File: config.mk
export PLATFORM = sky130hd
export DESIGN_NAME = adcrd_result_if
export DESIGN_NICKNAME = d
export VERILOG_FILES = /design/src/rtl/adcrd_pkg.sv /design/src/rtl/adcrd_decode.sv /design/src/rtl/adcrd_align.sv /design/src/rtl/adcrd_lock.sv /design/src/rtl/adcrd_result_if.sv
export SDC_FILE = /design/constraint.sdc
export NUM_CORES = 1
export LEC_CHECK = 0
export BUFFER_PORTS_ARGS = -buffer_cell sky130_fd_sc_hd__buf_2
export CORE_MARGIN = 1
export CORE_UTILIZATION = 52
export CTS_CLUSTER_SIZE = 30
export DETAILED_ROUTE_END_ITERATION = 7
export GPL_TIMING_DRIVEN = 1
export PLACE_DENSITY = 0.86
export SYNTH_ARGS = -nofsm -noshare
export SYNTH_HDL_FRONTEND = slang
export SYNTH_HIERARCHICAL = 1
export SYNTH_SLANG_ARGS = --single-unit
File: constraint.sdc
create_clock -name clk -period 2.1 [get_ports clk]
set_input_delay 0.105 -clock clk [delete_from_list [all_inputs] [get_ports clk]]
set_output_delay 0.105 -clock clk [all_outputs]
set_load 0.1 [all_outputs]
File: src/rtl/adcrd_pkg.sv
`timescale 1ns/1ps
package adcrd_pkg;
  // which result register a bus access hits
  typedef enum logic [1:0] {
    SEL_NONE = 2'd0,
    SEL_LO   = 2'd1,
    SEL_HI   = 2'd2
  } adcrd_sel_e;
endpackage

File: src/rtl/adcrd_decode.sv
`timescale 1ns/1ps
module adcrd_decode
  import adcrd_pkg::*;
#(
  parameter int          ADDR_W  = 8,
  parameter logic [7:0]  LO_ADDR = 8'h78,
  parameter logic [7:0]  HI_ADDR = 8'h79
) (
  input  logic              rd_en,
  input  logic [ADDR_W-1:0] rd_addr,
  output adcrd_sel_e        sel
);
  localparam logic [ADDR_W-1:0] LO_A = ADDR_W'(LO_ADDR);
  localparam logic [ADDR_W-1:0] HI_A = ADDR_W'(HI_ADDR);

  always_comb begin
    sel = SEL_NONE;
    if (rd_en) begin
      if (rd_addr == LO_A)      sel = SEL_LO;
      else if (rd_addr == HI_A) sel = SEL_HI;
    end
  end
endmodule

File: src/rtl/adcrd_align.sv
`timescale 1ns/1ps
module adcrd_align #(
  parameter int RES_W  = 10,
  parameter int BYTE_W = 8
) (
  input  logic [RES_W-1:0]  res,
  input  logic              left,
  output logic [BYTE_W-1:0] lo_byte,
  output logic [BYTE_W-1:0] hi_byte
);
  localparam int PAIR_W = 2 * BYTE_W;
  localparam int PAD_W  = PAIR_W - RES_W;

  logic [PAIR_W-1:0] pair;

  generate
    if (PAD_W > 0) begin : g_pad
      always_comb begin
        if (left) pair = {res, {PAD_W{1'b0}}};
        else      pair = {{PAD_W{1'b0}}, res};
      end
    end else begin : g_full
      always_comb pair = PAIR_W'(res);
    end
  endgenerate

  assign lo_byte = pair[BYTE_W-1:0];
  assign hi_byte = pair[PAIR_W-1:BYTE_W];
endmodule

File: src/rtl/adcrd_lock.sv
`timescale 1ns/1ps
module adcrd_lock #(
  parameter int RES_W = 10
) (
  input  logic             clk,
  input  logic             rst_n,
  input  logic             res_valid,
  input  logic [RES_W-1:0] res_data,
  input  logic             lo_rd,
  input  logic             hi_rd,
  output logic [RES_W-1:0] vis,
  output logic             locked,
  output logic             pend_valid,
  output logic [RES_W-1:0] pend_data
);
  logic can_commit;

  // visible copy may only move when no pair read is open or opening
  assign can_commit = !locked && !lo_rd;

  always_ff @(posedge clk) begin
    if (!rst_n) begin
      locked     <= 1'b0;
      vis        <= '0;
      pend_valid <= 1'b0;
      pend_data  <= '0;
    end else begin
      if (lo_rd)      locked <= 1'b1;
      else if (hi_rd) locked <= 1'b0;

      if (can_commit) begin
        if (res_valid) begin
          vis        <= res_data;
          pend_valid <= 1'b0;
        end else if (pend_valid) begin
          vis        <= pend_data;
          pend_valid <= 1'b0;
        end
      end else if (res_valid) begin
        pend_data  <= res_data;
        pend_valid <= 1'b1;
      end
    end
  end
endmodule

File: src/rtl/adcrd_result_if.sv
`timescale 1ns/1ps
module adcrd_result_if
  import adcrd_pkg::*;
#(
  parameter int         RES_W   = 10,
  parameter int         BYTE_W  = 8,
  parameter int         ADDR_W  = 8,
  parameter logic [7:0] LO_ADDR = 8'h78,
  parameter logic [7:0] HI_ADDR = 8'h79
) (
  input  logic              clk,
  input  logic              rst_n,
  input  logic              res_valid,
  output logic              res_ready,
  input  logic [RES_W-1:0]  res_data,
  input  logic              align_left,
  input  logic              rd_en,
  input  logic [ADDR_W-1:0] rd_addr,
  output logic [BYTE_W-1:0] rd_data
);
  adcrd_sel_e        sel;
  logic              lo_rd, hi_rd;
  logic [RES_W-1:0]  vis_w, pend_data_w;
  logic              locked_w, pend_valid_w;
  logic [BYTE_W-1:0] lo_byte, hi_byte;

  assign res_ready = 1'b1;

  adcrd_decode #(
    .ADDR_W (ADDR_W),
    .LO_ADDR(LO_ADDR),
    .HI_ADDR(HI_ADDR)
  ) u_dec (
    .rd_en  (rd_en),
    .rd_addr(rd_addr),
    .sel    (sel)
  );

  assign lo_rd = (sel == SEL_LO);
  assign hi_rd = (sel == SEL_HI);

  adcrd_lock #(.RES_W(RES_W)) u_lock (
    .clk       (clk),
    .rst_n     (rst_n),
    .res_valid (res_valid),
    .res_data  (res_data),
    .lo_rd     (lo_rd),
    .hi_rd     (hi_rd),
    .vis       (vis_w),
    .locked    (locked_w),
    .pend_valid(pend_valid_w),
    .pend_data (pend_data_w)
  );

  adcrd_align #(.RES_W(RES_W), .BYTE_W(BYTE_W)) u_align (
    .res    (vis_w),
    .left   (align_left),
    .lo_byte(lo_byte),
    .hi_byte(hi_byte)
  );

  always_comb begin
    unique case (sel)
      SEL_LO:  rd_data = lo_byte;
      SEL_HI:  rd_data = hi_byte;
      default: rd_data = '0;
    endcase
  end
endmodule

# Yosys cells after proc, flatten, opt, wreduce, memory -nomap -nowiden
# Cells that the tools add are included.
[classes]
eq_ne = 4
n_mux = 9
bitwise_logic = 2
reduce_logical = 8
[op_table]
columns = ["cell", "count"]
rows = [
  ["2-to-1 mux 10 bit", 2],
  ["equality test 8 x 7 -> 1 bit (second input constant)", 2],
  ["2-to-1 mux 16 bit", 1],
  ["case mux 8 bit (2 select lines)", 1],
  ["2-to-1 mux 2 bit", 3],
  ["AND reduction 2 bit", 2],
  ["nonzero test 2 bit", 2],
  ["equality test 2 x 1 -> 1 bit (second input constant)", 1],
  ["equality test 2 bit (second input constant)", 1],
  ["logical NOT 1 bit", 2],
  ["2-to-1 mux 1 bit", 2],
  ["NOT 1 bit", 2],
  ["OR reduction 2 bit", 1],
  ["logical AND 1 bit", 1],
]
[word_totals]
register_bits = 22
in_bits = 23
output_inout_bits = 9
wordCells = 27

# Depth between registers and ports, before layout
[logic_depth]
ltp_word = 9
depth_mapped = 8
mapped_depth_nobuf = 7

# Cells and area by module
# The synthesis kept the hierarchy.
[by_module_without_submodules]
columns = ["mod", "n_inst", "cells_per_inst", "area_per_inst_um2", "seq_area_each_um2"]
rows = [
  ["adcrd_lock", 1, 87, 938.4, 440.4],
  ["adcrd_result_if", 1, 25, 161.4, 0.0],
  ["adcrd_align", 1, 18, 157.7, 0.0],
  ["adcrd_decode", 1, 5, 33.8, 0.0],
]

# Least setup slack after synthesis
# Ideal clock, no wire load.
[synth_timing]
path_type = "input-to-output"
from = "input port rd_addr[7]"
to = "output port rd_data[0]"
t_arrival_ns = 2.342
required_time_ns = 1.995
setup_slack_ns = -0.347
path_stages = 6
path_buffers = 1
path_cell_list = "nand4bb_1 > nor3_1 > inv_1 > ha_1 > buf_1 > nor2_1"
[synth_via]
word_cells_on_any_way = 8
cone_classes = "eq/ne (4); mux (4)"
[synth_rtl]
columns = ["element", "line", "rtl"]
rows = [
  ["start: declaration", "adcrd_result_if.sv:18", "input logic [ADDR_W-1:0] rd_addr,"],
  ["equality test 8 x 7 -> 1 bit (*)", "adcrd_decode.sv:19", "if (rd_addr == LO_A) sel = SEL_LO;"],
  ["2-to-1 mux 2 bit (*)", "adcrd_decode.sv:19", ""],
  ["2-to-1 mux 2 bit (*)", "adcrd_decode.sv:18", "if (rd_en) begin"],
  ["net sel[0]", "adcrd_result_if.sv:21", "adcrd_sel_e sel;"],
  ["equality test 2 bit / equality test 2 x 1 -> 1 bit (equally long branches)", "adcrd_result_if.sv:63", "unique case (sel)"],
  ["case mux 8 bit (2 select lines) (*)", "adcrd_result_if.sv:63", ""],
  ["end: declaration", "adcrd_result_if.sv:19", "output logic [BYTE_W-1:0] rd_data"],
]
# Mark *: on every way through the listed nets, which the timed path passes. The rest lies on a longest branch.

# Worst setup path after layout
[layout_timing]
from = "input port rd_addr[7]"
to = "output port rd_data[6]"
[layout_via]
elab_chain_len = 6
word_cells_on_any_way = 8
cone_classes = "eq/ne (4); mux (4)"
[layout_lines]
columns = ["element", "line", "rtl"]
rows = [
  ["equality test 8 x 7 -> 1 bit", "adcrd_decode.sv:20", "else if (rd_addr == HI_A) sel = SEL_HI;"],
  ["2-to-1 mux 2 bit", "adcrd_decode.sv:20", ""],
  ["2-to-1 mux 2 bit (*)", "adcrd_decode.sv:19", ""],
  ["2-to-1 mux 2 bit (*)", "adcrd_decode.sv:18", ""],
  ["net sel[1]", "adcrd_result_if.sv:21", ""],
  ["equality test 2 bit (*)", "-", ""],
  ["net hi_rd", "adcrd_result_if.sv:22", "logic lo_rd, hi_rd;"],
  ["case mux 8 bit (2 select lines) (*)", "adcrd_result_if.sv:63", ""],
]
# Marks and branches as above.

==> run summary <==
The via count of the first global-routing pass is 1195. The number of buffers added to fix hold violations after cts came out at 0. The synthesized flop and latch total is 22. The hold violation total from the final report is 0.

The core region is 2280 um^2. The global-route wire length before repair is 4.76 mm. The number of setup buffers added after CTS is 0. The maximum vdd drop came out at 0.495 mV. The mapped cell area came out at 1290 um^2. The biggest area contributor in the post-synthesis netlist is dfxtp_1. 0 antenna diodes ended up in the layout.

32 I/O pins were placed. The storage element area came out at 440 um^2. The leakage power is 0.000784 uW. Relative to the synthesized area, the layout overhead comes to 20.8%.

The total via count in the routed design came out at 1076. The number of max-slew violations in the final report is 0. The global placement routability congestion is 0.741. The clock-pin transition on the worst setup and hold timing paths is 0.12 ns. Before antenna repair, the detailed router went through 4 iterations.

The startpoint identified for the worst hold timing path is res_data[2]. The number of antenna-violating nets in the routed design is 0. The y dimension of the die is 51.8 um. The placed instance count came out at 183.

The finished layout holds 187 standard cells, fillers aside. The number of vias per cell after detailed routing is 5.75. The path depth of the worst reg2reg path is 3.

The count of mapped cells out of synthesis is 135. The highest metal layer carrying signal wires in the routed design is met4. Each instance of the synthesized netlist takes up on average 9.56 um^2. The met3 wire length is 88 um.

Once layout is complete, the utilization of the core stands at 0.686. The final HPWL from detailed placement came out at 2.05 mm. In the final routing, the length of wire on met1 measures 1.08 mm. The count of fill cells added during filler insertion is 172.

The clock latency of the later-clocked register in the worst-skew pair is 0.32 ns. The count of buffers added on input and output ports is 30. The ratio of cells with drive above 1 in the final layout is 0.252.

The run finished with clean final reports. The number of sinks driven by the clock tree is 22. The die outline area came out at 2690 um^2. The cell chosen for the clock root is clkbuf_4. The starting density of the core is 0.567.

The achievable frequency came out at 547 MHz. Setup slack on the worst reg-to-reg path comes out at 0.73 ns. The number of maximum-capacitance constraint violations came out at 0. The tightest min-delay check is of the in2reg type. The netlist uses 24 different library cells.

Across the routed clock network, the largest skew measured is 0.00797 ns. The routed design uses 1.42 mm of met2 wire. Setup repair after global routing left no endpoint under its margin. The total track usage came out at 0.237. The row count came out at 17. The initial antenna violation count is 0.

The share of synthesized area in the top cell type comes to 0.341. The data required time of the worst path is 2.00 ns. The post-route DRC violation count came out at 0. The post-cts sizing count came out at 0.

The buffer levels on the longest clock path came out at 2. The startpoint identified for the worst register-to-register timing path is u_lock/pend_valid. In the final routed layout, each cell accounts on average for 14.1 um.

The number of buffers created by CTS is 3. When the netlist entered floorplanning its net count stood at 161. The power per unit of standard cell area is 503 nW/um^2. The critical setup path kind is in2out. The deepest level of the CTS H-tree is 1. The maximum number of pins on one net before global-route repair came out at 23. The number of nets at the end of the flow came out at 186. The minimum period implied by the final worst setup slack came out at 1.83 ns. Summing all multi-input logic gate instances after layout gives 752 um^2. Setup violations remaining at the end of the flow were counted as 0. The first-iteration detailed-routing DRC count came out at 16. The peak fanout along the critical path came out at 8. The overall overflow remaining after global route came out at 0. Dividing the final minimum period by the clock period gives 0.871.

From left edge to right edge, the die measures 51.8 um. TritonCTS built the clock tree. During synthesis, Yosys emitted a total of 6 warnings. Tracing the worst setup path back leads to its startpoint at rd_addr[7]. STA classifies the critical path endpoint as a primary output. STA puts the critical path data arrival time at 1.72 ns. The cell count of the worst hold path is 3. The overall routed net length is 2.65 mm. The sequential area share after synthesis is 0.341.

The worst setup path is launched from a primary input. Sorting the synthesized cells by area gives the leading types as dfxtp_1, mux2i_1, nor2b_1.
## synth_stat cells (all sizes together)
library cell	number
a22oi	8
nand2	1
and2	7
nand3	10
inv	3
or2	1
conb	1
nand4bb	1
mux2	4
nor3	2
nor2	10
ha	3
o211a	10
clkbuf	3
nor2b	17
o21ai	1
mux2i	20
nand4b	1
buf	9
o21a	1
dfxtp	22
## layout by cell type, fill, tap and decap left out, drive strengths merged
cell type and instances:
nand4b 1, nor2 10, dfxtp 22, o211a 10
nand4bb 1, or2 1, nand3 10, nor3 2
inv 3, nand2 1, conb 1, mux2i 20
nor2b 17, o21ai 1, ha 3, and2 7
o21a 1, mux2 4, a22oi 8, buf 32
clkbuf 4
## final cells by class
class / instances / share of cell area
inverters: 3 / 0.00722
well taps: 28 / 0.0225
repair buffers: 32 / 0.183
flip-flops and latches: 22 / 0.282
clock buffers: 4 / 0.0233
multi-input cells: 98 / 0.482
## final timing paths
check | to
worst max-delay path | rd_data[6]
worst min register to register | u_lock/vis[5]
worst max register to register | u_lock/vis[8]
worst min-delay path | u_lock/pend_data[2]
## per-stage QoR
step	setup TNS [ns]	setup slack [ns]	hold slack [ns]	total power (uW)	cell area, um^2
final	0	0.271	0.0616	785	1560
after global routing	0	0.106	0.0651	823	1560
after CTS	0	0.265	0.0545	787	1560
after detailed placement	0	0.0992	0.386	555	1520
after global placement	0	0.262	0.375	548	1520
after floorplan	-2.78	-0.347	0.233	528	1290
## power breakdown
part	leakage [uW]	total [uW]	internal, uW	switching [uW]
logic	0.000583	107	53.9	53.0
clock network	0.0000210	238	106	132
registers	0.000179	440	430	9.94
## flip-flops by register name (all words and copies together), names as in the netlist
signal             flops
u_lock/pend_data      10
u_lock/pend_valid      1
u_lock/vis            10
u_lock/locked          1
## metal layers
metal,vias up,GRT usage
li1,520,-
met1,521,0.245
met2,28,0.440
met3,7,0.0497
met4,0,0.126
met5,-,0
## kinds of logic after synthesis
group / Yosys count / share of synthesized area
adders and majority gates: 3 / 0.0291
and+or+nand+nor: 50 / 0.215
buffers and inverters: 15 / 0.0765
DFF: 22 / 0.341
AOI/OAI and AO/OA: 20 / 0.134
muxes: 24 / 0.202
other: 1 / 0.00290
## critical path, cell delays in order
cell and delay [ns]:
buf_2 0.10, nand4bb_1 0.21, nor3_1 0.33, ha_1 0.39, a22oi_1 0.17, nor2_1 0.20
buf_12 0.21
Power figures use the tool's default switching activity.
